<file path="src/rtl/mon_poll_pkg.sv">
package mon_poll_pkg;
    localparam int NLANES     = 4;
    localparam int BLK_BYTES  = 10;
    localparam int FLAG_BYTES = 2;
    localparam int VAL_BYTES  = BLK_BYTES - FLAG_BYTES;
    localparam int DEV_W      = 7;
    localparam int ADR_W      = 8;
    localparam int DAT_W      = 8;
    localparam int IDX_W      = $clog2(BLK_BYTES);
    localparam int LANE_W     = $clog2(NLANES);

    typedef enum logic [1:0] {
        ST_IDLE,
        ST_REQ,
        ST_WAIT,
        ST_COPY
    } seq_st_e;

    typedef struct packed {
        logic             vld;
        logic [ADR_W-1:0] addr;
        logic [DAT_W-1:0] data;
    } rf_wr_t;

    // Summary placement: value bytes first, then flag bytes in their own area.
    function automatic logic [ADR_W-1:0] sum_addr(
        input logic [IDX_W-1:0] i,
        input logic [ADR_W-1:0] val_base,
        input logic [ADR_W-1:0] flag_base
    );
        if (i < IDX_W'(VAL_BYTES))
            return val_base + ADR_W'(i);
        else
            return flag_base + ADR_W'(i - IDX_W'(VAL_BYTES));
    endfunction
endpackage

</file>
<file path="src/rtl/mp_timer.sv">
module mp_timer #(
    parameter int RATE_W    = 4,
    parameter int PER_SHIFT = 6
) (
    input  logic              clk,
    input  logic              rst,
    input  logic              run,
    input  logic [RATE_W-1:0] rate,
    output logic              fire
);
    localparam int CW = RATE_W + PER_SHIFT + 1;

    logic [CW-1:0] cnt;
    logic [CW-1:0] period;

    assign period = (CW'(rate) + CW'(1)) << PER_SHIFT;
    assign fire   = run && (cnt == period - CW'(1));

    always_ff @(posedge clk) begin
        if (rst || !run)
            cnt <= '0;
        else
            cnt <= cnt + CW'(1);
    end
endmodule

</file>
<file path="src/rtl/mp_shadow.sv">
module mp_shadow
    import mon_poll_pkg::*;
(
    input  logic             clk,
    input  logic             rst,
    input  logic             cap_en,
    input  logic [IDX_W-1:0] cap_idx,
    input  logic [DAT_W-1:0] cap_data,
    input  logic [IDX_W-1:0] rd_idx,
    output logic [DAT_W-1:0] rd_data
);
    logic [DAT_W-1:0] held [BLK_BYTES];

    for (genvar g = 0; g < BLK_BYTES; g++) begin : g_byte
        always_ff @(posedge clk) begin
            if (rst)
                held[g] <= '0;
            else if (cap_en && cap_idx == IDX_W'(g))
                held[g] <= cap_data;
        end
    end

    always_comb begin
        rd_data = '0;
        for (int k = 0; k < BLK_BYTES; k++)
            if (rd_idx == IDX_W'(k)) rd_data = held[k];
    end
endmodule

</file>
<file path="src/rtl/mp_engine.sv">
module mp_engine
    import mon_poll_pkg::*;
#(
    parameter int LANE_BASE     = 'hC0,
    parameter int LANE_STRIDE   = 16,
    parameter int SUM_VAL_BASE  = 'h60,
    parameter int SUM_FLAG_BASE = 'h70
) (
    input  logic              clk,
    input  logic              rst,
    input  logic              launch,
    input  logic              cfg_indirect,
    input  logic [LANE_W-1:0] cfg_rep_lane,
    input  logic              req_ready,
    input  logic              rsp_valid,
    input  logic              rsp_nack,
    input  logic [DAT_W-1:0]  rsp_data,
    input  logic [DAT_W-1:0]  shadow_rd,
    output logic              req_valid,
    output logic [LANE_W-1:0] lane,
    output logic [IDX_W-1:0]  idx,
    output logic              run_ind,
    output logic              cap_en,
    output rf_wr_t            wr,
    output logic              err,
    output logic              busy
);
    seq_st_e           st;
    logic [LANE_W-1:0] lane_q;
    logic [LANE_W-1:0] rep_q;
    logic [IDX_W-1:0]  idx_q;
    logic              ind_q;
    logic              err_q;
    rf_wr_t            wr_q;
    logic              last_byte;
    logic              last_lane;
    logic [ADR_W-1:0]  lane_addr;

    assign last_byte = (idx_q == IDX_W'(BLK_BYTES - 1));
    assign last_lane = (lane_q == LANE_W'(NLANES - 1));
    assign lane_addr = ADR_W'(LANE_BASE) + ADR_W'(lane_q) * ADR_W'(LANE_STRIDE) + ADR_W'(idx_q);

    always_ff @(posedge clk) begin
        if (rst) begin
            st     <= ST_IDLE;
            lane_q <= '0;
            rep_q  <= '0;
            idx_q  <= '0;
            ind_q  <= 1'b0;
            err_q  <= 1'b0;
            wr_q   <= '0;
        end else begin
            wr_q.vld <= 1'b0;
            unique case (st)
                ST_IDLE: if (launch) begin
                    ind_q  <= cfg_indirect;
                    rep_q  <= cfg_rep_lane;
                    lane_q <= '0;
                    idx_q  <= '0;
                    st     <= ST_REQ;
                end
                ST_REQ: if (req_ready) st <= ST_WAIT;
                ST_WAIT: if (rsp_valid) begin
                    if (rsp_nack) begin
                        err_q <= 1'b1;
                        st    <= ST_IDLE;
                    end else begin
                        if (ind_q) wr_q <= '{vld: 1'b1, addr: lane_addr, data: rsp_data};
                        if (last_byte) begin
                            idx_q <= '0;
                            if (!ind_q || last_lane) begin
                                st <= ST_COPY;
                            end else begin
                                lane_q <= lane_q + LANE_W'(1);
                                st     <= ST_REQ;
                            end
                        end else begin
                            idx_q <= idx_q + IDX_W'(1);
                            st    <= ST_REQ;
                        end
                    end
                end
                ST_COPY: begin
                    wr_q <= '{vld: 1'b1,
                              addr: sum_addr(idx_q, ADR_W'(SUM_VAL_BASE), ADR_W'(SUM_FLAG_BASE)),
                              data: shadow_rd};
                    if (last_byte) begin
                        idx_q <= '0;
                        st    <= ST_IDLE;
                    end else begin
                        idx_q <= idx_q + IDX_W'(1);
                    end
                end
                default: st <= ST_IDLE;
            endcase
        end
    end

    assign cap_en    = (st == ST_WAIT) && rsp_valid && !rsp_nack && (!ind_q || lane_q == rep_q);
    assign req_valid = (st == ST_REQ);
    assign lane      = lane_q;
    assign idx       = idx_q;
    assign run_ind   = ind_q;
    assign wr        = wr_q;
    assign err       = err_q;
    assign busy      = (st != ST_IDLE) || wr_q.vld;
endmodule

</file>
<file path="src/rtl/mon_poll_seq.sv">
module mon_poll_seq
    import mon_poll_pkg::*;
#(
    parameter int RATE_W        = 4,
    parameter int PER_SHIFT     = 6,
    parameter int LANE_BASE     = 'hC0,
    parameter int LANE_STRIDE   = 16,
    parameter int SUM_VAL_BASE  = 'h60,
    parameter int SUM_FLAG_BASE = 'h70
) (
    input  logic                      clk,
    input  logic                      rst,
    input  logic                      start,
    input  logic                      cfg_indirect,
    input  logic                      cfg_one_shot,
    input  logic [RATE_W-1:0]         cfg_rate,
    input  logic [1:0]                cfg_rep_lane,
    input  logic [6:0]                cfg_direct_dev,
    input  logic [7:0]                cfg_direct_off,
    input  logic [27:0]               cfg_lane_dev,
    input  logic [31:0]               cfg_lane_off,
    output logic                      req_valid,
    input  logic                      req_ready,
    output logic [6:0]                req_dev,
    output logic [7:0]                req_addr,
    input  logic                      rsp_valid,
    input  logic                      rsp_nack,
    input  logic [7:0]                rsp_data,
    output logic                      wr_en,
    output logic [7:0]                wr_addr,
    output logic [7:0]                wr_data,
    output logic                      busy,
    output logic                      err
);
    logic              fire;
    logic              launch;
    logic [LANE_W-1:0] lane;
    logic [IDX_W-1:0]  idx;
    logic              run_ind;
    logic              cap_en;
    logic [DAT_W-1:0]  shadow_rd;
    rf_wr_t            wr;
    logic [ADR_W-1:0]  base_off;

    mp_timer #(.RATE_W(RATE_W), .PER_SHIFT(PER_SHIFT)) u_timer (
        .clk  (clk),
        .rst  (rst),
        .run  (!cfg_one_shot && !busy),
        .rate (cfg_rate),
        .fire (fire)
    );

    assign launch = start || fire;

    mp_engine #(
        .LANE_BASE    (LANE_BASE),
        .LANE_STRIDE  (LANE_STRIDE),
        .SUM_VAL_BASE (SUM_VAL_BASE),
        .SUM_FLAG_BASE(SUM_FLAG_BASE)
    ) u_engine (
        .clk         (clk),
        .rst         (rst),
        .launch      (launch),
        .cfg_indirect(cfg_indirect),
        .cfg_rep_lane(cfg_rep_lane),
        .req_ready   (req_ready),
        .rsp_valid   (rsp_valid),
        .rsp_nack    (rsp_nack),
        .rsp_data    (rsp_data),
        .shadow_rd   (shadow_rd),
        .req_valid   (req_valid),
        .lane        (lane),
        .idx         (idx),
        .run_ind     (run_ind),
        .cap_en      (cap_en),
        .wr          (wr),
        .err         (err),
        .busy        (busy)
    );

    mp_shadow u_shadow (
        .clk     (clk),
        .rst     (rst),
        .cap_en  (cap_en),
        .cap_idx (idx),
        .cap_data(rsp_data),
        .rd_idx  (idx),
        .rd_data (shadow_rd)
    );

    assign req_dev  = run_ind ? cfg_lane_dev[DEV_W*lane +: DEV_W] : cfg_direct_dev;
    assign base_off = run_ind ? cfg_lane_off[ADR_W*lane +: ADR_W] : cfg_direct_off;
    assign req_addr = base_off + ADR_W'(idx);

    assign wr_en   = wr.vld;
    assign wr_addr = wr.addr;
    assign wr_data = wr.data;
endmodule

</file>
<file path="config.mk">
export PLATFORM = sky130hd
export DESIGN_NAME = mon_poll_seq
export DESIGN_NICKNAME = d
export VERILOG_FILES = /design/src/rtl/mon_poll_pkg.sv /design/src/rtl/mp_timer.sv /design/src/rtl/mp_shadow.sv /design/src/rtl/mp_engine.sv /design/src/rtl/mon_poll_seq.sv
export SDC_FILE = /design/constraint.sdc
export NUM_CORES = 1
export LEC_CHECK = 0
export BUFFER_PORTS_ARGS = -buffer_cell sky130_fd_sc_hd__buf_2
export CORE_MARGIN = 1
export CORE_UTILIZATION = 44
export CTS_BUF_LIST = sky130_fd_sc_hd__clkbuf_8
export DETAILED_ROUTE_END_ITERATION = 8
export PLACE_DENSITY = 0.64
export REMOVE_ABC_BUFFERS = 1
export SETUP_SLACK_MARGIN = 0.3
export SKIP_LAST_GASP = 1
export SLEW_MARGIN = 40
export SYNTH_ARGS = -nofsm -noshare
export SYNTH_HDL_FRONTEND = slang
export SYNTH_SLANG_ARGS = --single-unit
export TNS_END_PERCENT = 50
</file>
<file path="constraint.sdc">
create_clock -name clk -period 4.1 [get_ports clk]
set_clock_uncertainty 0.2 [all_clocks]
set_input_delay 0.615 -clock clk [delete_from_list [all_inputs] [get_ports clk]]
set_output_delay 0.615 -clock clk [all_outputs]
set_load 0.01 [all_outputs]
</file>
==> results of run 1 <==
==> placed cells by master (no fill, tap or decap), types with 9 or more instances in the layout <==
master    count
nand2b_1     12
a21oi_1      18
edfxtp_1     80
nand2_1      16
and2_1       34
a22oi_1      11
buf_4        19
mux2_2       13
xnor2_1      12
nor2_1       48
mux4_2       21
clkbuf_8     17
buf_2       131
mux2i_1      15
nand3_1      13
and3_1       60
o22ai_1       9
o21ai_0      15
dfxtp_1      37
==> cells by family after synthesis <==
family                     Yosys count
AOI/OAI and AO/OA                  108
xor gates and xnor gates            20
adders and majority gates            8
buffers and inverters               56
DFF                                120
muxes                               50
and+or+nand+nor                    222
==> through the flow <==
| stage | worst slack [ns] | hold WS, ns | power, mW |
|---|---|---|---|
| after global placement | 0.4768 | 0.2341 | 1.610 |
| after detailed placement | 0.4115 | 0.2493 | 1.618 |
| after CTS | 0.3145 | 0.2188 | 2.710 |
| after global routing | 0.2743 | 0.2203 | 2.799 |
| after floorplan | 0.2671 | 0.2251 | 1.486 |
| final | 0.4189 | 0.2402 | 2.704 |
==> repair_timing <==
| action | in CTS | in global routing |
|---|---|---|
| endpoints found under the setup margin | 3 | 3 |
| setup buffers | 1 | 4 |
| pin swaps | 1 | 7 |
| gates resized for setup | 4 | 7 |
==> critical path: stages (launching register included) <==
cell      delay, ns
dfxtp_4        0.39
mux4_2         0.53
mux2i_2        0.19
inv_1          0.08
ha_1           0.29
a21o_1         0.18
a21oi_2        0.14
nor2b_1        0.07
o21bai_2       0.15
buf_4          0.14
xor2_1         0.12
buf_2          0.15
==> cell type report <==
| cell class | instances | area share |
|---|---|---|
| clock buffer | 17 | 0.03013 |
| clock inverter | 15 | 0.02288 |
| inverter | 9 | 0.004351 |
| multi-input combinational | 408 | 0.3975 |
| sequential | 120 | 0.4133 |
| tap | 180 | 0.02900 |
| timing repair buffer | 150 | 0.1028 |
==> flip-flops by register name, summed over array words and instances, names as in the netlist <==
signal	count
u_engine.idx	4
u_engine.err	1
u_shadow.held	80
u_engine.run_ind	1
u_engine.wr	17
u_engine.rep_q	2
u_timer.cnt	11
u_engine.st	2
u_engine.lane	2
==> how the worst max path moves through the flow <==
stage	end
after global placement	req_addr[7]
after detailed placement	req_addr[7]
after global routing	req_addr[5]
after CTS	req_addr[7]
final	req_addr[5]
after floorplan	req_addr[7]
==> report_power, final <==
group	internal (mW)	leakage (nW)	switching (mW)	total (mW)
sequential	1.32	1.15	0.0158	1.33
combinational	0.118	1.86	0.144	0.262
clock	0.601	0.196	0.507	1.11
total	2.04	3.21	0.666	2.70
==> routing by layer <==
| metal | vias to the layer above | GRT usage | part of all wire |
|---|---|---|---|
| li1 | 2438 | - | - |
| met1 | 2570 | 0.2950 | 0.41 |
| met2 | 249 | 0.3963 | 0.48 |
| met3 | 34 | 0.06365 | 0.077 |
| met4 | 0 | 0.1175 | 0.033 |
| met5 | - | 0 | 0 |
==> reports/metrics.cfg, run 1 <==
[logic_synthesis]
synth-compound-area-share=0.1176
synth_xor_area_frac=0.02704
synth_cell_types=57
synthTopCellsByArea=edfxtp_1 37%, dfxtp_1 12%, mux4_2 7.3%
synth_most_common_cell=edfxtp_1
yosysWarnings=0
async_flop_share=0
synth.ff_latch_count=120
synthAdderAreaFrac=0.01661
mappedNetlistArea_um2=6477
synth_area_per_cell_um2=11.09
yosysTopAreaCell=edfxtp_1
synth_cells=584
synth_top_family_by_area=simple AND/OR/NAND/NOR gates
ys_seq_area_frac=0.4945
synth_common_cells=80 x edfxtp_1, 60 x and3_1, 48 x nor2_1
synth_enable_flop_cells=80
synthMuxAreaShare=0.1203
synth-main-ff-cell=edfxtp_1
synthSimpleGateAreaFrac=0.1901
synth_top_area_share=0.3709

[floorplanning]
initial_utilization=0.4595
io_pins=132
die_h_um=123.3
coreArea_um2=14100
die_x_um=123.3
rows=43
die_area_um2=15210

[worst_hold_path]
worstHoldStart=cfg_rep_lane[0]
hold_path_class=input pin to flop
hold_depth=3
hold_path_end=u_engine.rep_q[0]

[worst_setup_path]
reg2reg_slack_ns=1.27
cp-startpoint=u_engine.lane[0]
crit-reg2reg-launch=u_engine.lane[0]
r2r_cells=9
path_class=flop to primary output
end_kind=primary output
r2r-end=u_shadow.held[0][12]
path_max_fanout=5
required_ns=3.28
cp.arrival_ns=2.87
critPathLaunchType=flop

[global_route]
track_usage=0.2418
grt_first_pass_wirelength_um=26740
antenna_found_initial=0
grt_pass1_vias=5011
grt-ovfl-total=0
grt_max_degree=52

[sta]
slew_viol_final=0
hold_violations=0
fin_crit_ns=3.681
slew_headroom=0.4779
period_share=0.8978
fmax_mhz=271.7
tns_ns=0
rsz0062_at_grt=yes
worst_pin_slew_ns=0.7814
final-setup-viol-count=0

[clock_network]
ctsHoldBuffers=0
htreeDepth=4
cts_tree=done
clk_pin_slew_ns=0.07
ctsLongestPathBuffers=2
cts_root_buf=clkbuf_8
clk_latency_ns=0.44
cts_inserted_buffers=17
cts_sinks=120

[finish]
drive_above_1_share=0.3296
regArea_um2=3209
multi_input_area_um2=3087
antenna_cells=0
area_growth_pct=19.88
utilization=0.5509
fill_cells=1263
design_area_um2=7765
finalNonFillerCells=899
fin_nets=811

[routing]
ant_nets=0
drtIter0Drc=380
dr.pass1.iters=5
wire_per_inst_um=20.03
drc=0
drt-vias-per-instance=5.885
wirelength_um=18000
vias=5291

[outcome]
outcome=finished clean

[placement]
dpl_cell_area_um2=7279
gp_congestion=0.8410
io_buffers=131
dp_hpwl_um=12630
dp.cells=862

[run]
maxCapViolCount=0

[pwr]
max-vdd-ir-drop_mv=0.2022
power_density_nw_per_um2=348.2
p_leak_nw=3.209

No activity file was read; power rests on OpenSTA's default activity.
==> run 2, diff against run 1 <==
PLACE_DENSITY = 0.67   (was 0.64)
clock period = 3 ns   (was 4.1 ns; I/O delays follow)
==> reports/metrics.cfg, run 2 (synthesis gave the netlist of run 1 again) <==
[outcome]
outcome=complete, but fails checks
failed_checks=setup timing

[worst_hold_path]
hold_path_class=input pin to flop
hold_depth=3  ; unchanged

[worst_setup_path]
end_kind=primary output
crit_chain=buf_12, buf_4, mux4_2, mux2_2, ha_1, nor2b_1, o21bai_1, nor3_1, xnor2_1, buf_2
critPathMaxStageDelay_ns=0.50  ; -0.03 ns
cp.arrival_ns=2.92  ; +0.05 ns
path_max_fanout=7  ; +2
cp-startpoint=u_engine.lane[0]
reg2reg_slack_ns=0.44  ; -0.83 ns
r2r-end=u_shadow.held[3][0]
critPathLaunchType=flop
crit-reg2reg-launch=u_engine.st[1]
path_class=flop to primary output
crit_end=req_addr[7]
r2r_cells=6  ; -3
cp_slowest_cell=mux4_2
required_ns=2.35  ; -0.93 ns

[sta]
hold_violations=0  ; unchanged
slew_viol_final=0  ; unchanged
hold_slack_ns=0.06386  ; -0.1763 ns
slew_headroom=0.6023  ; +0.1243
rsz0062_at_grt=yes
final-setup-viol-count=7  ; +7
fmax_mhz=279.8
period_share=1.191
fin_crit_ns=3.574
fin_ws_ns=-0.5740  ; -0.9930 ns
worst_pin_slew_ns=0.5816  ; -0.1998 ns

[routing]
vias=5371  ; +1.5%
dr_wl_met2_um=9078  ; +5.2%
drt-vias-per-instance=5.813  ; -1.2%
wirelength_um=17880  ; -0.71%
ant_nets=0  ; unchanged
dr.pass1.iters=5  ; unchanged
drtIter0Drc=386  ; +1.6%
wl_met1_um=6897  ; -6.8%
drc=0  ; unchanged
wl_met3_um=1460  ; +5.8%
highest_layer=met4
wire_per_inst_um=19.35  ; -3.4%

[finish]
finalNonFillerCells=924  ; +2.8%
drive_above_1_share=0.3562  ; +0.02656
fill_cells=1192  ; -5.6%
fin_nets=836  ; +3.1%
utilization=0.5729  ; +0.02201
regMostFlops=u_shadow.held
antenna_cells=0  ; unchanged
area_growth_pct=24.67
final_common_cell=buf_2
largest_register_ffs=80  ; unchanged
final_cell_mix=130 x buf_2, 80 x edfxtp_1, 60 x and3_1

[pwr]
max-vdd-ir-drop_mv=0.2476  ; +22%
power_density_nw_per_um2=474.2  ; +36%
pwr-share-comb=0.098  ; about the same
p_sw_mw=0.8781  ; +32%
p_int_mw=2.951  ; +45%
power_mw=3.829  ; +42%
power_frac_clock=0.425  ; +0.015
p_seq_frac=0.477  ; -0.016
power_switching_share=0.2293  ; -0.01714
p_leak_nw=3.408  ; +6.2%

[clock_network]
clk_pin_slew_ns=0.07  ; about the same
ctsLongestPathBuffers=2  ; unchanged
cts_tree=done
cts_root_buf=clkbuf_8
cts_inserted_buffers=17  ; unchanged
cts_sinks=120  ; unchanged
clk_latency_ns=0.45  ; about the same
htreeDepth=4  ; unchanged

[floorplanning]
die_x_um=123.3  ; unchanged
io_pins=132  ; unchanged
coreArea_um2=14100  ; unchanged
die_area_um2=15210  ; unchanged
die_h_um=123.3  ; unchanged
initial_utilization=0.4595  ; unchanged
rows=43  ; unchanged

[global_route]
grt-ovfl-total=0  ; unchanged
antenna_found_initial=0  ; unchanged
grt_first_pass_wirelength_um=26400  ; -1.3%
grt_pass1_vias=5178  ; +3.3%
track_usage=0.2362  ; -0.005672
grt_max_degree=47  ; -9.6%

[placement]
io_buffers=131  ; unchanged
dp.cells=888  ; +3.0%
dp_slack_ns=-0.2092  ; -0.6206 ns
dp_hpwl_um=12940  ; +2.4%
gp_congestion=0.8217  ; -2.3%

[run]
maxCapViolCount=0  ; unchanged

-- run 2: layer usage --
layer | GRT usage | vias to the layer above
met3 | 0.05074 | 38
met2 | 0.4214 | 257
met4 | 0.1039 | 0
li1 | - | 2487
met1 | 0.2704 | 2589
met5 | 0 | -
-- run 2: power groups by stage --
stage	Sequential, mW	Combinational [mW]	Clock, mW
5_1_grt	1.83	0.403	1.72
3_3_place_gp	1.86	0.347	0
4_1_cts	1.83	0.365	1.65
6_report	1.83	0.375	1.63
3_5_place_dp	1.86	0.357	0
2_1_floorplan	1.86	0.167	0
-- run 2: per-stage QoR --
step | TNS (ns) | area [um2]
floorplan | -3.785 | 6292
global placement | -0.4931 | 7500
detailed placement | -0.5930 | 7500
CTS | -2.924 | 8015
global route | -3.718 | 8075
finish | -2.800 | 8075
-- run 2: what timing repair did --
action	4_1_cts	5_1_grt
pin swaps	4	2
buffers inserted	3	1
hold buffers	0	0
cloned	0	0
resized for setup	10	13
endpoints found under the setup margin	14	40
-- run 2: critical path: cells and delay by family, from the launching register on --
kind	cells	cell delay, ns
multiplexers	2	0.78
AND/OR/NAND/NOR	2	0.38
adder cells (fa/ha/maj)	1	0.30
XOR/XNOR	1	0.15
flip-flops	1	0.35
AO/OA/AOI/OAI	1	0.09
buffers and inverters	3	0.43
-- run 2: how the worst min path moves through the flow --
stage / start / endpoint
global placement: u_engine.wr[14] / u_engine.wr[14]
finish: cfg_indirect / u_engine.run_ind
detailed placement: u_shadow.held[4][14] / u_engine.wr[6]
floorplan: u_shadow.held[4][10] / u_engine.wr[2]
global route: cfg_rep_lane[0] / u_engine.rep_q[0]
CTS: cfg_indirect / u_engine.run_ind
-- run 2: layout make-up --
type | count | area, um2 | share of cell area
clock buffers | 20 | 275.3 | 0.03409
clock inverters | 12 | 167.7 | 0.02076
inverters | 9 | 33.78 | 0.004183
multi-input cells | 408 | 3127 | 0.3872
flip-flops and latches | 120 | 3207 | 0.3971
well taps | 180 | 225.2 | 0.02789
repair buffers | 175 | 1040 | 0.1288
==> run 3, diff against run 2 <==
CELL_PAD_IN_SITES_DETAIL_PLACEMENT = 1   (was unset)
CELL_PAD_IN_SITES_GLOBAL_PLACEMENT = 1   (was unset)
CORE_UTILIZATION = 40   (was 44)
PLACE_DENSITY = 0.76   (was 0.67)
==> reports/metrics.cfg, run 3 (synthesis gave the netlist of run 1 again) <==
[routing]
dr.pass1.iters=5  ; unchanged
wl_met1_um=7877  ; +14%
wire_per_inst_um=21.49  ; +11%
drtIter0Drc=389  ; +0.78%
wl_met3_um=1475  ; +1.0%
vias=5441  ; +1.3%
drc=0  ; unchanged
drt-vias-per-instance=5.697  ; -2.0%
dr_wl_met2_um=10730  ; +18%
highest_layer=met4
wirelength_um=20520  ; +15%
ant_nets=0  ; unchanged

[global_route]
track_usage=0.2529  ; +0.01674
grt_first_pass_wirelength_um=31050  ; +18%
grt_max_degree=47  ; unchanged
antenna_found_initial=0  ; unchanged
grt-ovfl-total=0  ; unchanged
grt_pass1_vias=5736  ; +11%

[sta]
period_share=1.183  ; -0.008075
rsz0062_at_grt=yes
slew_headroom=0.5196  ; -0.08269
worst_pin_slew_ns=0.7025  ; +0.1209 ns
final-setup-viol-count=7  ; unchanged
fmax_mhz=281.7  ; +0.68%
hold_violations=0  ; unchanged
slew_viol_final=0  ; unchanged
fin_crit_ns=3.550  ; -0.02423 ns
fin_ws_ns=-0.5498  ; +0.02423 ns
tns_ns=-2.737  ; +0.06260 ns

[floorplanning]
die_area_um2=16710  ; +9.8%
io_pins=132  ; unchanged
die_x_um=129.3  ; +4.8%
die_h_um=129.3  ; +4.8%
rows=46  ; +7.0%
coreArea_um2=15830  ; +12%
initial_utilization=0.4092  ; -0.05028

[pwr]
power_frac_clock=0.423  ; -0.002
p_leak_nw=3.328  ; -2.4%
power_density_nw_per_um2=476.1  ; +0.41%
power_switching_share=0.2447  ; +0.01540
p_sw_mw=0.9326  ; +6.2%
pwr-share-comb=0.098  ; about the same
p_int_mw=2.878  ; -2.5%
max-vdd-ir-drop_mv=0.2483  ; +0.28%
p_seq_frac=0.480  ; +0.003

[finish]
largest_register_ffs=80  ; unchanged
drive_above_1_share=0.3478  ; -0.008416
regMostFlops=u_shadow.held
fin_nets=831  ; -0.60%
area_growth_pct=23.57
antenna_cells=0  ; unchanged
utilization=0.5057  ; -0.06718
final_cell_mix=131 x buf_2, 80 x edfxtp_1, 60 x and3_1
final_common_cell=buf_2

[placement]
dp_hpwl_um=14740  ; +14%
io_buffers=131  ; unchanged
gp_congestion=0.8419  ; +2.5%
dp_slack_ns=-0.3088  ; -0.09960 ns

[worst_setup_path]
path_max_fanout=4  ; -3
end_kind=primary output
cp.arrival_ns=2.90  ; -0.02 ns
critPathLaunchType=flop
reg2reg_slack_ns=0.45  ; about the same
required_ns=2.35  ; about the same
path_class=flop to primary output

[clock_network]
clk_latency_ns=0.45  ; about the same
cts_root_buf=clkbuf_8
clk_pin_slew_ns=0.07  ; about the same
cts_sinks=120  ; unchanged
ctsHoldBuffers=0  ; unchanged
cts_inserted_buffers=17  ; unchanged
htreeDepth=4  ; unchanged
ctsLongestPathBuffers=2  ; unchanged
cts_tree=done

[outcome]
outcome=complete, but fails checks
failed_checks=setup timing

[run]
maxCapViolCount=0  ; unchanged

[worst_hold_path]
hold_path_class=input pin to flop

==> run 3: changes by cell type in the layout (fill, tap and decap cells not counted), moves of 2 or more <==
cell | before | now
xnor2_2 | 3 | 0
inv_4 | 5 | 0
clkbuf_8 | 20 | 17
clkinv_4 | 0 | 3
buf_6 | 5 | 1
clkinvlp_4 | 1 | 4
inv_6 | 0 | 2
xnor2_1 | 9 | 12
dfxtp_2 | 3 | 1
buf_12 | 2 | 0
==> run 3: worst max-delay path, cell delays in order (launching register included) <==
cell,delay (ns)
dfxtp_4,0.38
buf_4,0.15
mux4_2,0.49
mux2_2,0.30
ha_4,0.28
a21oi_2,0.06
buf_4,0.13
buf_4,0.12
buf_4,0.12
buf_4,0.12
xnor2_1,0.14
buf_2,0.16
==> run 3: area by class of cell <==
| type | instances | area [um2] |
|---|---|---|
| clock buffer | 17 | 234.0 |
| clock inverter | 15 | 202.7 |
| fill | 1751 | 7824 |
| inverter | 9 | 33.78 |
| multi-input combinational | 408 | 3103 |
| sequential | 120 | 3208 |
| tap | 216 | 270.3 |
| timing repair buffer | 170 | 952.2 |
==> run 3: final timing paths <==
check	to	from	cells past startpoint
worst max register to register	u_shadow.held[1][13]	u_engine.idx[0]	4
worst min register to register	u_engine.wr[3]	u_shadow.held[4][11]	2
worst max-delay path	req_addr[3]	u_engine.lane[0]	11
worst min-delay path	u_engine.run_ind	cfg_indirect	3
==> run 3: metrics by stage <==
stage | area [um2] | hold WS [ns] | total power, mW | instances
finish | 8004 | 0.06683 | 3.811 | 955
global route | 8004 | 0.06252 | 3.933 | 955
CTS | 7984 | 0.04022 | 3.837 | 955
detailed placement | 7475 | 0.2407 | 2.228 | 918
global placement | 7475 | 0.2327 | 2.210 | 918
floorplan | 6292 | 0.2251 | 2.031 | 537
==> run 3: layer usage <==
layer	vias up	GRT usage
li1	2479	-
met1	2702	0.2865
met2	229	0.4646
met3	31	0.05409
met4	0	0.09481
met5	-	0
==> run 3: repair_timing <==
action                                  CTS  global route
pin swaps                                 3             2
buffers inserted                          5             0
gates cloned                              0             0
endpoints found under the setup margin   23            23
endpoints found under the hold margin     0             0
gates resized for setup                  10             5
==> run 3: power groups by stage <==
stage | sequential [mW] | combinational, mW | clock [mW]
floorplan | 1.86 | 0.167 | 0
global placement | 1.86 | 0.348 | 0
detailed placement | 1.86 | 0.364 | 0
CTS | 1.83 | 0.372 | 1.64
global route | 1.83 | 0.401 | 1.70
finish | 1.83 | 0.372 | 1.61
